==> src/rtl/eep_pkg.sv <==
package eep_pkg;
  typedef enum logic [2:0] {
    ST_IDLE,
    ST_DEV,
    ST_AHI,
    ST_ALO,
    ST_WDAT,
    ST_RDAT
  } state_e;

  localparam int unsigned BYTE_W = 8;
  localparam int unsigned BITS_PER_BYTE = 8;
endpackage

==> src/rtl/eep_bus_sync.sv <==
module eep_bus_sync #(
  parameter int unsigned SYNC_STAGES = 2
) (
  input  logic clk_i,
  input  logic rst_ni,
  input  logic scl_i,
  input  logic sda_i,
  output logic scl_s_o,
  output logic sda_s_o,
  output logic scl_rise_o,
  output logic scl_fall_o,
  output logic start_o,
  output logic stop_o
);
  logic [SYNC_STAGES-1:0] scl_pipe, sda_pipe;
  logic scl_q, sda_q;

  always_ff @(posedge clk_i or negedge rst_ni) begin
    if (!rst_ni) begin
      scl_pipe <= '1;
      sda_pipe <= '1;
      scl_q    <= 1'b1;
      sda_q    <= 1'b1;
    end else begin
      scl_pipe <= {scl_pipe[SYNC_STAGES-2:0], scl_i};
      sda_pipe <= {sda_pipe[SYNC_STAGES-2:0], sda_i};
      scl_q    <= scl_pipe[SYNC_STAGES-1];
      sda_q    <= sda_pipe[SYNC_STAGES-1];
    end
  end

  assign scl_s_o    = scl_pipe[SYNC_STAGES-1];
  assign sda_s_o    = sda_pipe[SYNC_STAGES-1];
  assign scl_rise_o = scl_s_o & ~scl_q;
  assign scl_fall_o = ~scl_s_o & scl_q;
  // data edge while clock held high on both samples
  assign start_o    = scl_s_o & scl_q & sda_q & ~sda_s_o;
  assign stop_o     = scl_s_o & scl_q & ~sda_q & sda_s_o;
endmodule

==> src/rtl/eep_shift.sv <==
module eep_shift
  import eep_pkg::*;
(
  input  logic              clk_i,
  input  logic              rst_ni,
  input  logic              shift_en_i,
  input  logic              sda_i,
  input  logic              load_en_i,
  input  logic [BYTE_W-1:0] load_i,
  input  logic [2:0]        idx_i,
  output logic [BYTE_W-1:0] rx_o,
  output logic              tx_bit_o
);
  logic [BYTE_W-1:0] rx_q, tx_q;

  always_ff @(posedge clk_i or negedge rst_ni) begin
    if (!rst_ni) begin
      rx_q <= '0;
      tx_q <= '1;
    end else begin
      if (shift_en_i) rx_q <= {rx_q[BYTE_W-2:0], sda_i};
      if (load_en_i)  tx_q <= load_i;
    end
  end

  assign rx_o     = rx_q;
  assign tx_bit_o = tx_q[3'd7 - idx_i];
endmodule

==> src/rtl/eep_addr_ctr.sv <==
module eep_addr_ctr #(
  parameter int unsigned AW = 13
) (
  input  logic          clk_i,
  input  logic          rst_ni,
  input  logic          load_i,
  input  logic [15:0]   load_val_i,
  input  logic          inc_i,
  output logic [AW-1:0] addr_o
);
  logic [AW-1:0] addr_q;

  always_ff @(posedge clk_i or negedge rst_ni) begin
    if (!rst_ni)     addr_q <= '0;
    else if (load_i) addr_q <= load_val_i[AW-1:0];
    else if (inc_i)  addr_q <= addr_q + 1'b1;
  end

  assign addr_o = addr_q;
endmodule

==> src/rtl/eep_i2c_slave.sv <==
module eep_i2c_slave
  import eep_pkg::*;
#(
  parameter int unsigned AW        = 13,
  parameter logic [3:0]  TYPE_CODE = 4'b1010
) (
  input  logic              clk_i,
  input  logic              rst_ni,
  input  logic              scl_i,
  input  logic              sda_i,
  output logic              sda_pull_o,
  input  logic [2:0]        strap_i,
  input  logic              busy_i,
  output logic              wr_o,
  output logic              rd_o,
  output logic [AW-1:0]     addr_o,
  output logic [BYTE_W-1:0] wdata_o,
  input  logic [BYTE_W-1:0] rdata_i,
  output logic              commit_o
);
  localparam logic [3:0] LAST_CNT = 4'(BITS_PER_BYTE);

  logic scl_s, sda_s, scl_rise, scl_fall, start_det, stop_det;
  logic [BYTE_W-1:0] rx_byte;
  logic tx_bit, shift_en, addr_ld, rd_vld_q;
  logic [2:0] tx_idx;

  state_e state_q, state_d;
  logic [3:0] bit_cnt_q, bit_cnt_d;
  logic ack_ph_q, ack_ph_d;
  logic pull_q, pull_d;
  logic wpend_q, wpend_d;
  logic mack_q, mack_d;
  logic [BYTE_W-1:0] hi_q, hi_d;
  logic wr_q, wr_d, rd_q, rd_d, commit_q, commit_d;

  eep_bus_sync #(.SYNC_STAGES(2)) u_sync (
    .clk_i      (clk_i),
    .rst_ni     (rst_ni),
    .scl_i      (scl_i),
    .sda_i      (sda_i),
    .scl_s_o    (scl_s),
    .sda_s_o    (sda_s),
    .scl_rise_o (scl_rise),
    .scl_fall_o (scl_fall),
    .start_o    (start_det),
    .stop_o     (stop_det)
  );

  assign tx_idx = ack_ph_q ? 3'd0 : bit_cnt_q[2:0];

  eep_shift u_shift (
    .clk_i      (clk_i),
    .rst_ni     (rst_ni),
    .shift_en_i (shift_en),
    .sda_i      (sda_s),
    .load_en_i  (rd_vld_q),
    .load_i     (rdata_i),
    .idx_i      (tx_idx),
    .rx_o       (rx_byte),
    .tx_bit_o   (tx_bit)
  );

  eep_addr_ctr #(.AW(AW)) u_addr (
    .clk_i      (clk_i),
    .rst_ni     (rst_ni),
    .load_i     (addr_ld),
    .load_val_i ({hi_q, rx_byte}),
    .inc_i      (wr_q | rd_q),
    .addr_o     (addr_o)
  );

  always_comb begin
    state_d   = state_q;
    bit_cnt_d = bit_cnt_q;
    ack_ph_d  = ack_ph_q;
    pull_d    = pull_q;
    wpend_d   = wpend_q;
    mack_d    = mack_q;
    hi_d      = hi_q;
    wr_d      = 1'b0;
    rd_d      = 1'b0;
    commit_d  = 1'b0;
    shift_en  = 1'b0;
    addr_ld   = 1'b0;
    if (stop_det) begin
      state_d  = ST_IDLE;
      pull_d   = 1'b0;
      commit_d = wpend_q;
      wpend_d  = 1'b0;
    end else if (start_det && !busy_i) begin
      state_d   = ST_DEV;
      bit_cnt_d = '0;
      ack_ph_d  = 1'b0;
      pull_d    = 1'b0;
      wpend_d   = 1'b0;
    end else if (state_q == ST_RDAT) begin
      if (!ack_ph_q) begin
        if (scl_rise && bit_cnt_q < LAST_CNT) begin
          bit_cnt_d = bit_cnt_q + 4'd1;
        end else if (scl_fall) begin
          if (bit_cnt_q == LAST_CNT) begin
            pull_d   = 1'b0;   // master drives its acknowledge
            ack_ph_d = 1'b1;
          end else begin
            pull_d = ~tx_bit;
          end
        end
      end else begin
        if (scl_rise) begin
          mack_d = ~sda_s;
          rd_d   = ~sda_s;     // prefetch next byte only if acked
        end else if (scl_fall) begin
          ack_ph_d  = 1'b0;
          bit_cnt_d = '0;
          if (mack_q) pull_d = ~tx_bit;
          else        state_d = ST_IDLE;
        end
      end
    end else if (state_q != ST_IDLE) begin
      if (!ack_ph_q) begin
        if (scl_rise && bit_cnt_q < LAST_CNT) begin
          shift_en  = 1'b1;
          bit_cnt_d = bit_cnt_q + 4'd1;
        end else if (scl_fall && bit_cnt_q == LAST_CNT) begin
          case (state_q)
            ST_DEV: begin
              if (rx_byte[7:1] == {TYPE_CODE, strap_i}) begin
                pull_d   = 1'b1;
                ack_ph_d = 1'b1;
                rd_d     = rx_byte[0];
              end else begin
                state_d = ST_IDLE;
              end
            end
            ST_AHI: begin
              hi_d     = rx_byte;
              pull_d   = 1'b1;
              ack_ph_d = 1'b1;
            end
            ST_ALO: begin
              addr_ld  = 1'b1;
              pull_d   = 1'b1;
              ack_ph_d = 1'b1;
            end
            default: begin
              wr_d     = 1'b1;
              wpend_d  = 1'b1;
              pull_d   = 1'b1;
              ack_ph_d = 1'b1;
            end
          endcase
        end
      end else if (scl_fall) begin
        ack_ph_d  = 1'b0;
        bit_cnt_d = '0;
        pull_d    = 1'b0;
        case (state_q)
          ST_DEV: begin
            if (rx_byte[0]) begin
              state_d = ST_RDAT;
              pull_d  = ~tx_bit;
            end else begin
              state_d = ST_AHI;
            end
          end
          ST_AHI:  state_d = ST_ALO;
          default: state_d = ST_WDAT;
        endcase
      end
    end
  end

  always_ff @(posedge clk_i or negedge rst_ni) begin
    if (!rst_ni) begin
      state_q   <= ST_IDLE;
      bit_cnt_q <= '0;
      ack_ph_q  <= 1'b0;
      pull_q    <= 1'b0;
      wpend_q   <= 1'b0;
      mack_q    <= 1'b0;
      hi_q      <= '0;
      wr_q      <= 1'b0;
      rd_q      <= 1'b0;
      commit_q  <= 1'b0;
      rd_vld_q  <= 1'b0;
    end else begin
      state_q   <= state_d;
      bit_cnt_q <= bit_cnt_d;
      ack_ph_q  <= ack_ph_d;
      pull_q    <= pull_d;
      wpend_q   <= wpend_d;
      mack_q    <= mack_d;
      hi_q      <= hi_d;
      wr_q      <= wr_d;
      rd_q      <= rd_d;
      commit_q  <= commit_d;
      rd_vld_q  <= rd_q;
    end
  end

  assign sda_pull_o = pull_q;
  assign wr_o       = wr_q;
  assign rd_o       = rd_q;
  assign commit_o   = commit_q;
  assign wdata_o    = rx_byte;
endmodule

==> config.mk <==
export PLATFORM = sky130hd
export DESIGN_NAME = eep_i2c_slave
export DESIGN_NICKNAME = d
export VERILOG_FILES = /design/src/rtl/eep_pkg.sv /design/src/rtl/eep_bus_sync.sv /design/src/rtl/eep_shift.sv /design/src/rtl/eep_addr_ctr.sv /design/src/rtl/eep_i2c_slave.sv
export SDC_FILE = /design/constraint.sdc
export NUM_CORES = 1
export LEC_CHECK = 0
export CORE_UTILIZATION = 49
export DETAILED_ROUTE_END_ITERATION = 10
export HOLD_SLACK_MARGIN = 0.12
export PLACE_DENSITY_LB_ADDON = 0.2
export SYNTH_ARGS = -nofsm -noshare
export SYNTH_HDL_FRONTEND = slang
export SYNTH_SLANG_ARGS = --single-unit
==> constraint.sdc <==
create_clock -name clk_i -period 1.95 [get_ports clk_i]
set_input_delay 0.585 -clock clk_i [delete_from_list [all_inputs] [get_ports clk_i]]
set_output_delay 0.585 -clock clk_i [all_outputs]
set_load 0.005 [all_outputs]
# == After elaboration in Yosys (flattened, before gate mapping) ==
# Cells that the tools add are included.
# Widths: inputs -> output; s select.
# totals
in_bits,16
output_inout_bits,25
word_cells,188
ff_bits,55
# op_classes
reduce_logical,19
magnitude_cmp,2
n_eq_ne,24
n_bitwise,18
add_sub_neg,3
n_mux,104
# ops
op,n
$mux 1,76
$mux 3,16
$mux 4,8
$mux 13,2
$ne 5x5->1 const B,5
$ne 4x4->1 const B,5
$add 13x1->13 const B,1
$reduce_bool 3->1,4
$ne 5x4->1 const B,2
$not 1->1,10
$reduce_and 10->1,1
$reduce_and 9->1,1
$reduce_and 8->1,1
$and 1x1->1,7
$eq 7x7->1,1
$eq 3x2->1 const B,2
$ne 3x3->1 const B,2
$ne 6x6->1 const B,1
$pmux 3 s2,1
$reduce_and 6->1,1
$reduce_and 5->1,1
$reduce_bool 5->1,1
$add 4x1->4 const B,1
$eq 4x4->1 const B,1
17 further kinds,19

# == Logic depth before layout (Yosys ltp) ==
# Gate-level depths: netlist (run 1).
# depth
ltp_word,13
ltp_mapped,9
mapped_depth_nobuf,7

# == Modules after synthesis ==
# From an unflattened synthesis (run 1), not the netlist that was laid out.
# hier_totals
cells_unflattened,255
area_unflattened_um2,2919.0
# modules_own_cells
mod,n_inst,area_per_inst_um2,cells_each
eep_i2c_slave,1,1350.0,132
eep_addr_ctr,1,716.9,76
eep_shift,1,661.9,37
eep_bus_sync,1,190.2,10

# == Worst setup path before layout (run 1) ==
# No wires, ideal clock.
# synth_timing
path_kind,register to register
startpoint,reg bit_cnt_q[0]
endpoint,reg hi_q[0]
arrival_time_ns,1.955
t_required_ns,1.825
stages_incl_launch_ff,9
setup_time_ns,0.125
path_buffers,2
path_slack_ns,-0.130
path_cell_list,dfrtp_1 > clkbuf_1 > inv_1 > ha_1 > and3b_2 > nand2_4 > or4_4 > buf_6 > mux2_4
# synth_between
elab_chain_cells,4
# synth_rtl
element,line,rtl
"start, declared",eep_i2c_slave.sv:29,"logic [3:0] bit_cnt_q, bit_cnt_d;"
"start signal, assigned",eep_i2c_slave.sv:189,bit_cnt_q <= bit_cnt_d;
$lt 4x4->1,eep_i2c_slave.sv:122,if (scl_rise && bit_cnt_q < LAST_CNT) begin
$logic_and 1x1->1,eep_i2c_slave.sv:122,
$not 1->1 (no line),--,
$reduce_and 8->1 (no line) *,--,
"end signal, assigned",eep_i2c_slave.sv:194,hi_q <= hi_d;
"end, declared",eep_i2c_slave.sv:34,"logic [BYTE_W-1:0] hi_q, hi_d;"
# Mark *: on every way between the ends. The rest lies on a longest branch, timed or not.
# A chain may end at the register's enable or synchronous reset.

# == Worst setup path in the final report (run 1) ==
# layout_timing
startpoint,reg u_shift.rx_q[4] (netlist: u_shift.rx_o[4])
endpoint,out wdata_o[4]
# layout_lines
element,line,rtl
"start, declared",eep_shift.sv:14,"logic [BYTE_W-1:0] rx_q, tx_q;"
"start signal, assigned",eep_shift.sv:21,"if (shift_en_i) rx_q <= {rx_q[BYTE_W-2:0], sda_i};"
"end, declared",eep_i2c_slave.sv:17,"output logic [BYTE_W-1:0] wdata_o,"
# No word-level cell between the ends.

==> metrics.cfg, run 1 <==
[global_route]
grt_max_degree = 56
grt-ovfl-total = 0
grt_pass1_vias = 2232
busiest_layer = met2
grt_pass1_wl_um = 10700
grt_use_met1_pct = 30.87
grtUsageMet3_pct = 3.721
met2_usage_pct = 36.58
grt_usage_pct = 22.75
antenna_found_initial = 0

[cells_and_area]
drive_gt1_share_pct = 30.79
syn_to_final_growth_pct = 31.61
finish.net_count = 359
final_cells = 413
fillers = 438
seqCellArea_sq_um = 1394
postLayoutCoreUtil_pct = 67.38
final_area_sq_um = 3756
n_antenna_cell = 0
multi_input_area_sq_um = 1421

[synthesis]
syn_area_sq_um = 2854
synth_common_cells = 41 x dfrtp_1, 27 x nand2_1, 25 x o21ai_0
yosysMostFrequentCell = dfrtp_1
ys_ff_latch = 55
syn_area_per_cell_sq_um = 10.73
ys_types = 60
syn_inst = 266
synth_area_leader_cell = dfrtp_1
synth.net_count = 285
yosysWarnings = 0
synth-seq-area-share_pct = 48.84
ys.flop_type = dfrtp_1
synth_area_leaders = dfrtp_1 36%, dfstp_2 13%, mux2_2 7.1%
synth-async-reset-ratio_pct = 100.0
synth-edff-count = 0
synth_top_cell_area_share_pct = 35.95

[power_and_ir_drop]
power.internal_mw = 2.601
power_frac_seq_pct = 38.5
power_density_nw_per_um2 = 1023
power_switching_mw = 1.241
p_sw_share_pct = 32.31
ir_drop_uv = 517.7
power_leakage_nw = 1.603
combPwrFrac_pct = 42.2
clkPwrFrac_pct = 19.3

[worst_setup_path]
cp_max_fo = 5
critPathCaptureType = primary output
startpoint = u_shift.rx_o[4]
r2r_start = u_sync.sda_q
crit_arrival_ps = 1330
startpoint_type = flop
critPathRequiredTime_ps = 1360
path_class = flop to primary output

[sta]
slew_violations = 0
fmaxAchievable_ghz = 0.5212
tightest_slew_ps = 595.0
fin_crit_ps = 1919
finalSetupTns_ps = 0
rsz0062_at_grt = true
fin_hold_ws_ps = 253.8
setup_viol = 0
finClkSkew_ps = 11.09
period_share_pct = 98.40
hold_viol_final = 0
slew-limit-headroom_pct = 59.97

[worst_hold_path]
holdCritPathClass = input port to async pin

[route]
drc = 0
detail_route.wl_per_cell_um = 15.46
drt_iter0_drc = 146
dr.pass1.iters = 4
ant_nets = 0
routed_via_density = 5.748
wl_um = 6387
vias = 2374

[cts]
cts_hold_repair.buffers = 0
htree_levels = 2
clk_pin_slew_worst_paths_ps = 100
cts_tree = done
insertion_delay_ps = 310
cts_root_buf = clkbuf_8
cts_buffers = 5
numClockSinks = 55
clk_path_buf_depth = 2

[placement]
dp_hpwl_um = 4615
placed_cells = 401
placed_cell_area_sq_um = 3561
port_buffers = 40
gp_routability_congestion = 0.9121

[floorplan]
die_x_um = 78.32
core-area_sq_um = 5574
num_io_pins = 41
rows = 27
die_y_um = 78.32
initial_utilization_pct = 51.20
die-area_sq_um = 6134

[run]
cap_violations = 0

[status]
status = finished, final reports clean

==> layer usage <==
layer | wire, um | share of wire [%]
met1 | 2855 | 45
met2 | 3130 | 49
met3 | 260 | 4.1
met4 | 140 | 2.2
met5 | 0 | 0
==> final timing paths <==
| kind | slack [ps] | depth (start not counted) | to |
|---|---|---|---|
| worst min-delay path | 250 | 2 | state_q[0] |
| worst max register to register | 40 | 5 | state_q[0] |
| worst max-delay path | 30 | 2 | wdata_o[4] |
| worst min register to register | 360 | 0 | u_sync.scl_pipe[1] |
| max in group asynchronous | 1380 | 2 | u_sync.sda_q |
| min in group clk_i | 360 | 0 | u_sync.scl_pipe[1] |
==> repair_timing <==
item                                    CTS  global route
pin swaps                                 5             5
buffers inserted                          1             3
endpoints found under the setup margin   10             5
gates resized for setup                  12             5
==> cells by family after synthesis <==
kind of cell / share of synthesized area, %
AO/OA/AOI/OAI: 14.07
flip-flops: 48.84
AND/OR/NAND/NOR: 17.10
XOR/XNOR: 4.603
adder cells (fa/ha/maj): 1.315
multiplexers: 10.83
buffers and inverters: 3.244
==> state kept, by name, summed over array words and instances, names as in the netlist, 2 cells and up <==
signal,flops
bit_cnt_q,4
hi_q,5
state_q,3
u_addr.addr_o,13
u_shift.rx_o,8
u_shift.tx_q,8
u_sync.scl_pipe,2
u_sync.sda_pipe,2
==> placed cells by master (no fill, tap or decap), drive strengths merged, types with 2 or more instances in the layout <==
| master | netlist | final |
|---|---|---|
| mux2i | 2 | 2 |
| dlygate4sd2 | 0 | 5 |
| o211ai | 4 | 4 |
| nor4b | 2 | 2 |
| a31oi | 3 | 3 |
| nand2b | 7 | 7 |
| nand3 | 4 | 4 |
| buf | 7 | 40 |
| mux2 | 24 | 24 |
| clkdlybuf4s50 | 0 | 34 |
| dfrtp | 41 | 41 |
| o2111ai | 3 | 3 |
| or3b | 3 | 3 |
| o21ai | 26 | 26 |
| dfstp | 14 | 14 |
| or3 | 3 | 3 |
| ha | 3 | 3 |
| xor2 | 7 | 7 |
| nor4 | 3 | 3 |
| nor2 | 14 | 14 |
| and3 | 2 | 2 |
| inv | 7 | 7 |
| xnor2 | 8 | 8 |
| clkbuf | 5 | 6 |
| and2b | 2 | 2 |
| o21a | 2 | 2 |
| a41oi | 2 | 2 |
| and3b | 2 | 2 |
| nor3 | 3 | 3 |
| nand4 | 6 | 6 |
| nand2 | 28 | 28 |
| a21o | 3 | 3 |
| a21oi | 7 | 7 |
| or2 | 2 | 2 |
==> critical path, stage by stage (launching register included) <==
cell and delay (ps):
dfrtp_1 370, buf_4 140, clkdlybuf4s50_1 510
==> stage by stage <==
stage / power, mW / worst slack [ps]
after floorplan: 2.250 / 22.27
after global placement: 2.974 / -467.9
after detailed placement: 2.999 / -507.6
after CTS: 3.807 / 11.87
after global routing: 4.078 / -33.33
final: 3.843 / 31.29
==> area by class of cell <==
| type | instances | area share [%] |
|---|---|---|
| inverter | 7 | 0.6995 |
| clock buffer | 6 | 1.932 |
| timing repair buffer | 79 | 19.02 |
| tap | 72 | 2.398 |
| sequential | 55 | 37.11 |
| clock inverter | 2 | 0.9993 |
| multi-input combinational | 192 | 37.84 |
==> power by group through the flow <==
stage / combinational [mW] / clock, mW / sequential [mW]
4_1_cts: 1.56 / 0.770 / 1.48
2_1_floorplan: 0.734 / 0 / 1.52
6_report: 1.62 / 0.743 / 1.48
5_1_grt: 1.76 / 0.812 / 1.50
3_5_place_dp: 1.51 / 0 / 1.49
3_3_place_gp: 1.49 / 0 / 1.48
Note: power is estimated with default switching activity, not from simulation.
==> inputs of run 2 (changes only) <==
--- a/config.mk
+++ b/config.mk
@@ -5,9 +5,12 @@
 export SDC_FILE = /design/constraint.sdc
 export NUM_CORES = 1
 export LEC_CHECK = 0
-export CORE_UTILIZATION = 49
+export CELL_PAD_IN_SITES_DETAIL_PLACEMENT = 1
+export CELL_PAD_IN_SITES_GLOBAL_PLACEMENT = 2
+export CORE_UTILIZATION = 32
 export DETAILED_ROUTE_END_ITERATION = 10
 export HOLD_SLACK_MARGIN = 0.12
+export MAX_ROUTING_LAYER = met4
 export PLACE_DENSITY_LB_ADDON = 0.2
 export SYNTH_ARGS = -nofsm -noshare
 export SYNTH_HDL_FRONTEND = slang
==> metrics.cfg, run 2 (synthesized netlist as in run 1, its figures left out) <==
[route]
ant_nets = 0  ; unchanged
detail_route.wl_per_cell_um = 16.79  ; +8.6%
drc = 0  ; unchanged
wl_um = 7692  ; +20%
routed_via_density = 5.031  ; -12%
drt_iter0_drc = 65  ; -55%
dr.pass1.iters = 4  ; unchanged
vias = 2304  ; -2.9%

[sta]
period_share_pct = 97.77  ; -0.63 points
tightest_slew_ps = 494.4  ; -100.6 ps
slew_violations = 0  ; unchanged
fin_crit_ps = 1906  ; -12.21 ps
slew-limit-headroom_pct = 67.04  ; +7.1 points
fin_hold_ws_ps = 208.9  ; -44.93 ps
rsz0062_at_grt = true
hold_viol_final = 0  ; unchanged
setup_viol = 0  ; unchanged
setup_slack_ps = 43.50  ; +12.21 ps
fmaxAchievable_ghz = 0.5245  ; +0.64%
finClkSkew_ps = 7.858  ; -3.228 ps

[floorplan]
die_y_um = 96.44  ; +23%
core-area_sq_um = 8678  ; +56%
die-area_sq_um = 9301  ; +52%
die_x_um = 96.44  ; +23%
initial_utilization_pct = 32.89  ; -18 points
rows = 34  ; +26%
num_io_pins = 41  ; unchanged

[cells_and_area]
syn_to_final_growth_pct = 36.61
final_cells = 458  ; +11%
n_antenna_cell = 0  ; unchanged
finish.net_count = 368  ; +2.5%
final_cell_mix = 43 x buf_4, 38 x dfrtp_1, 30 x clkdlybuf4s50_1
drive_gt1_share_pct = 34.29  ; +3.5 points
largest_reg_flops = 13  ; unchanged
mostFrequentLayoutCell = buf_4

[worst_setup_path]
r2r_slack_ps = 40  ; about the same
startpoint_type = flop
r2r_start = state_q[1]
crit_buf_inv = 0  ; -2
cp_max_fo = 3  ; -2
critPathRequiredTime_ps = 2160  ; +800 ps
critPathCaptureType = flop
path_class = flop to flop
crit_path_cell_trace = or3b_4 > a41o_1 > o211ai_2 > o211ai_1 > mux2_1
slowest_stage = dfrtp_1
reg2reg_depth = 5  ; unchanged
timing.rr.end = state_q[0]
crit_arrival_ps = 2120  ; +790 ps
max_stage_delay_ps = 430  ; -80 ps
crit_family = compound AO/OA/AOI/OAI gates

[global_route]
antenna_found_initial = 0  ; unchanged
grt_max_degree = 27  ; -52%
grt_usage_pct = 18.62  ; -4.1 points
grt_pass1_vias = 2383  ; +6.8%
grt-ovfl-total = 0  ; unchanged
grt_pass1_wl_um = 12590  ; +18%

[cts]
cts_buffers = 5  ; unchanged
htree_levels = 2  ; unchanged
insertion_delay_ps = 320  ; about the same
cts_tree = done
clk_path_buf_depth = 2  ; unchanged
numClockSinks = 55  ; unchanged
clk_pin_slew_worst_paths_ps = 110  ; about the same
cts_root_buf = clkbuf_8
cts_hold_repair.buffers = 0  ; unchanged

[placement]
gp_routability_congestion = 0.8841  ; -3.1%
placed_cells = 443  ; +10%
place_ws_ps = -469.4  ; +38.17 ps
port_buffers = 40  ; unchanged
dp_hpwl_um = 5808  ; +26%

[power_and_ir_drop]
power_density_nw_per_um2 = 1000  ; -2.2%
power_leakage_nw = 1.731  ; +8.0%
ir_drop_uv = 372.3  ; -28%

[status]
status = finished, final reports clean

[worst_hold_path]
holdCritPathClass = input port to async pin

[run]
cap_violations = 0  ; unchanged

run 2: changes by cell type in the layout (fill, tap and decap cells not counted), sizes merged, moves of 4 or more:
cell / previous run / this run
clkdlybuf4s50: 34 / 30
buf: 40 / 49
dlygate4sd2: 5 / 1
dlymetal6s2s: 0 / 8
run 2: routing by layer:
metal | wire (um) | GRT usage (%)
met1 | 3716 | 24.48
met2 | 3684 | 29.87
met3 | 180 | 2.660
met4 | 110 | 5.637
met5 | 0 | -
run 2: worst max path at each step:
stage                     from          to  slack, ps  cells after the start
6_report            state_q[1]  state_q[0]         40                      5
2_1_floorplan     bit_cnt_q[0]     hi_q[0]         20                      8
4_1_cts        u_shift.rx_o[2]  wdata_o[2]          2                      2
5_1_grt             state_q[1]  state_q[0]        -30                      5
3_3_place_gp        strap_i[2]  sda_pull_o       -480                      7
3_5_place_dp            busy_i  state_q[0]       -470                      6
run 2: where the power goes:
group          leakage (nW)  internal, mW  switching (mW)  total (mW)
combinational         0.992         0.935           0.809        1.74
sequential            0.692          1.33           0.139        1.47
clock                0.0463         0.265           0.423       0.688
total                  1.73          2.53            1.37        3.90
run 2: metrics by stage:
step	TNS [ps]	util (%)	power, mW	cell area [sq um]
floorplan	0	-	2.250	2864
global placement	-5219	42.21	3.061	3664
detailed placement	-5308	42.21	3.094	3664
CTS	0	43.60	3.839	3784
global route	-40.02	44.93	4.145	3899
finish	0	44.93	3.900	3899
run 2: cell type report:
cell class / instances / area [sq um]
tap: 108 / 135.1
inverter: 7 / 26.28
sequential: 55 / 1398
clock inverter: 3 / 27.53
fill: 978 / 4780
clock buffer: 5 / 68.82
multi-input combinational: 192 / 1424
timing repair buffer: 88 / 819.5
run 2: timing repair:
item                                   CTS  global route
setup buffers                            1             6
endpoints found under the hold margin    0             0
setup endpoints to repair               13            11
pin swaps                                4             5
resized for setup                        8            19
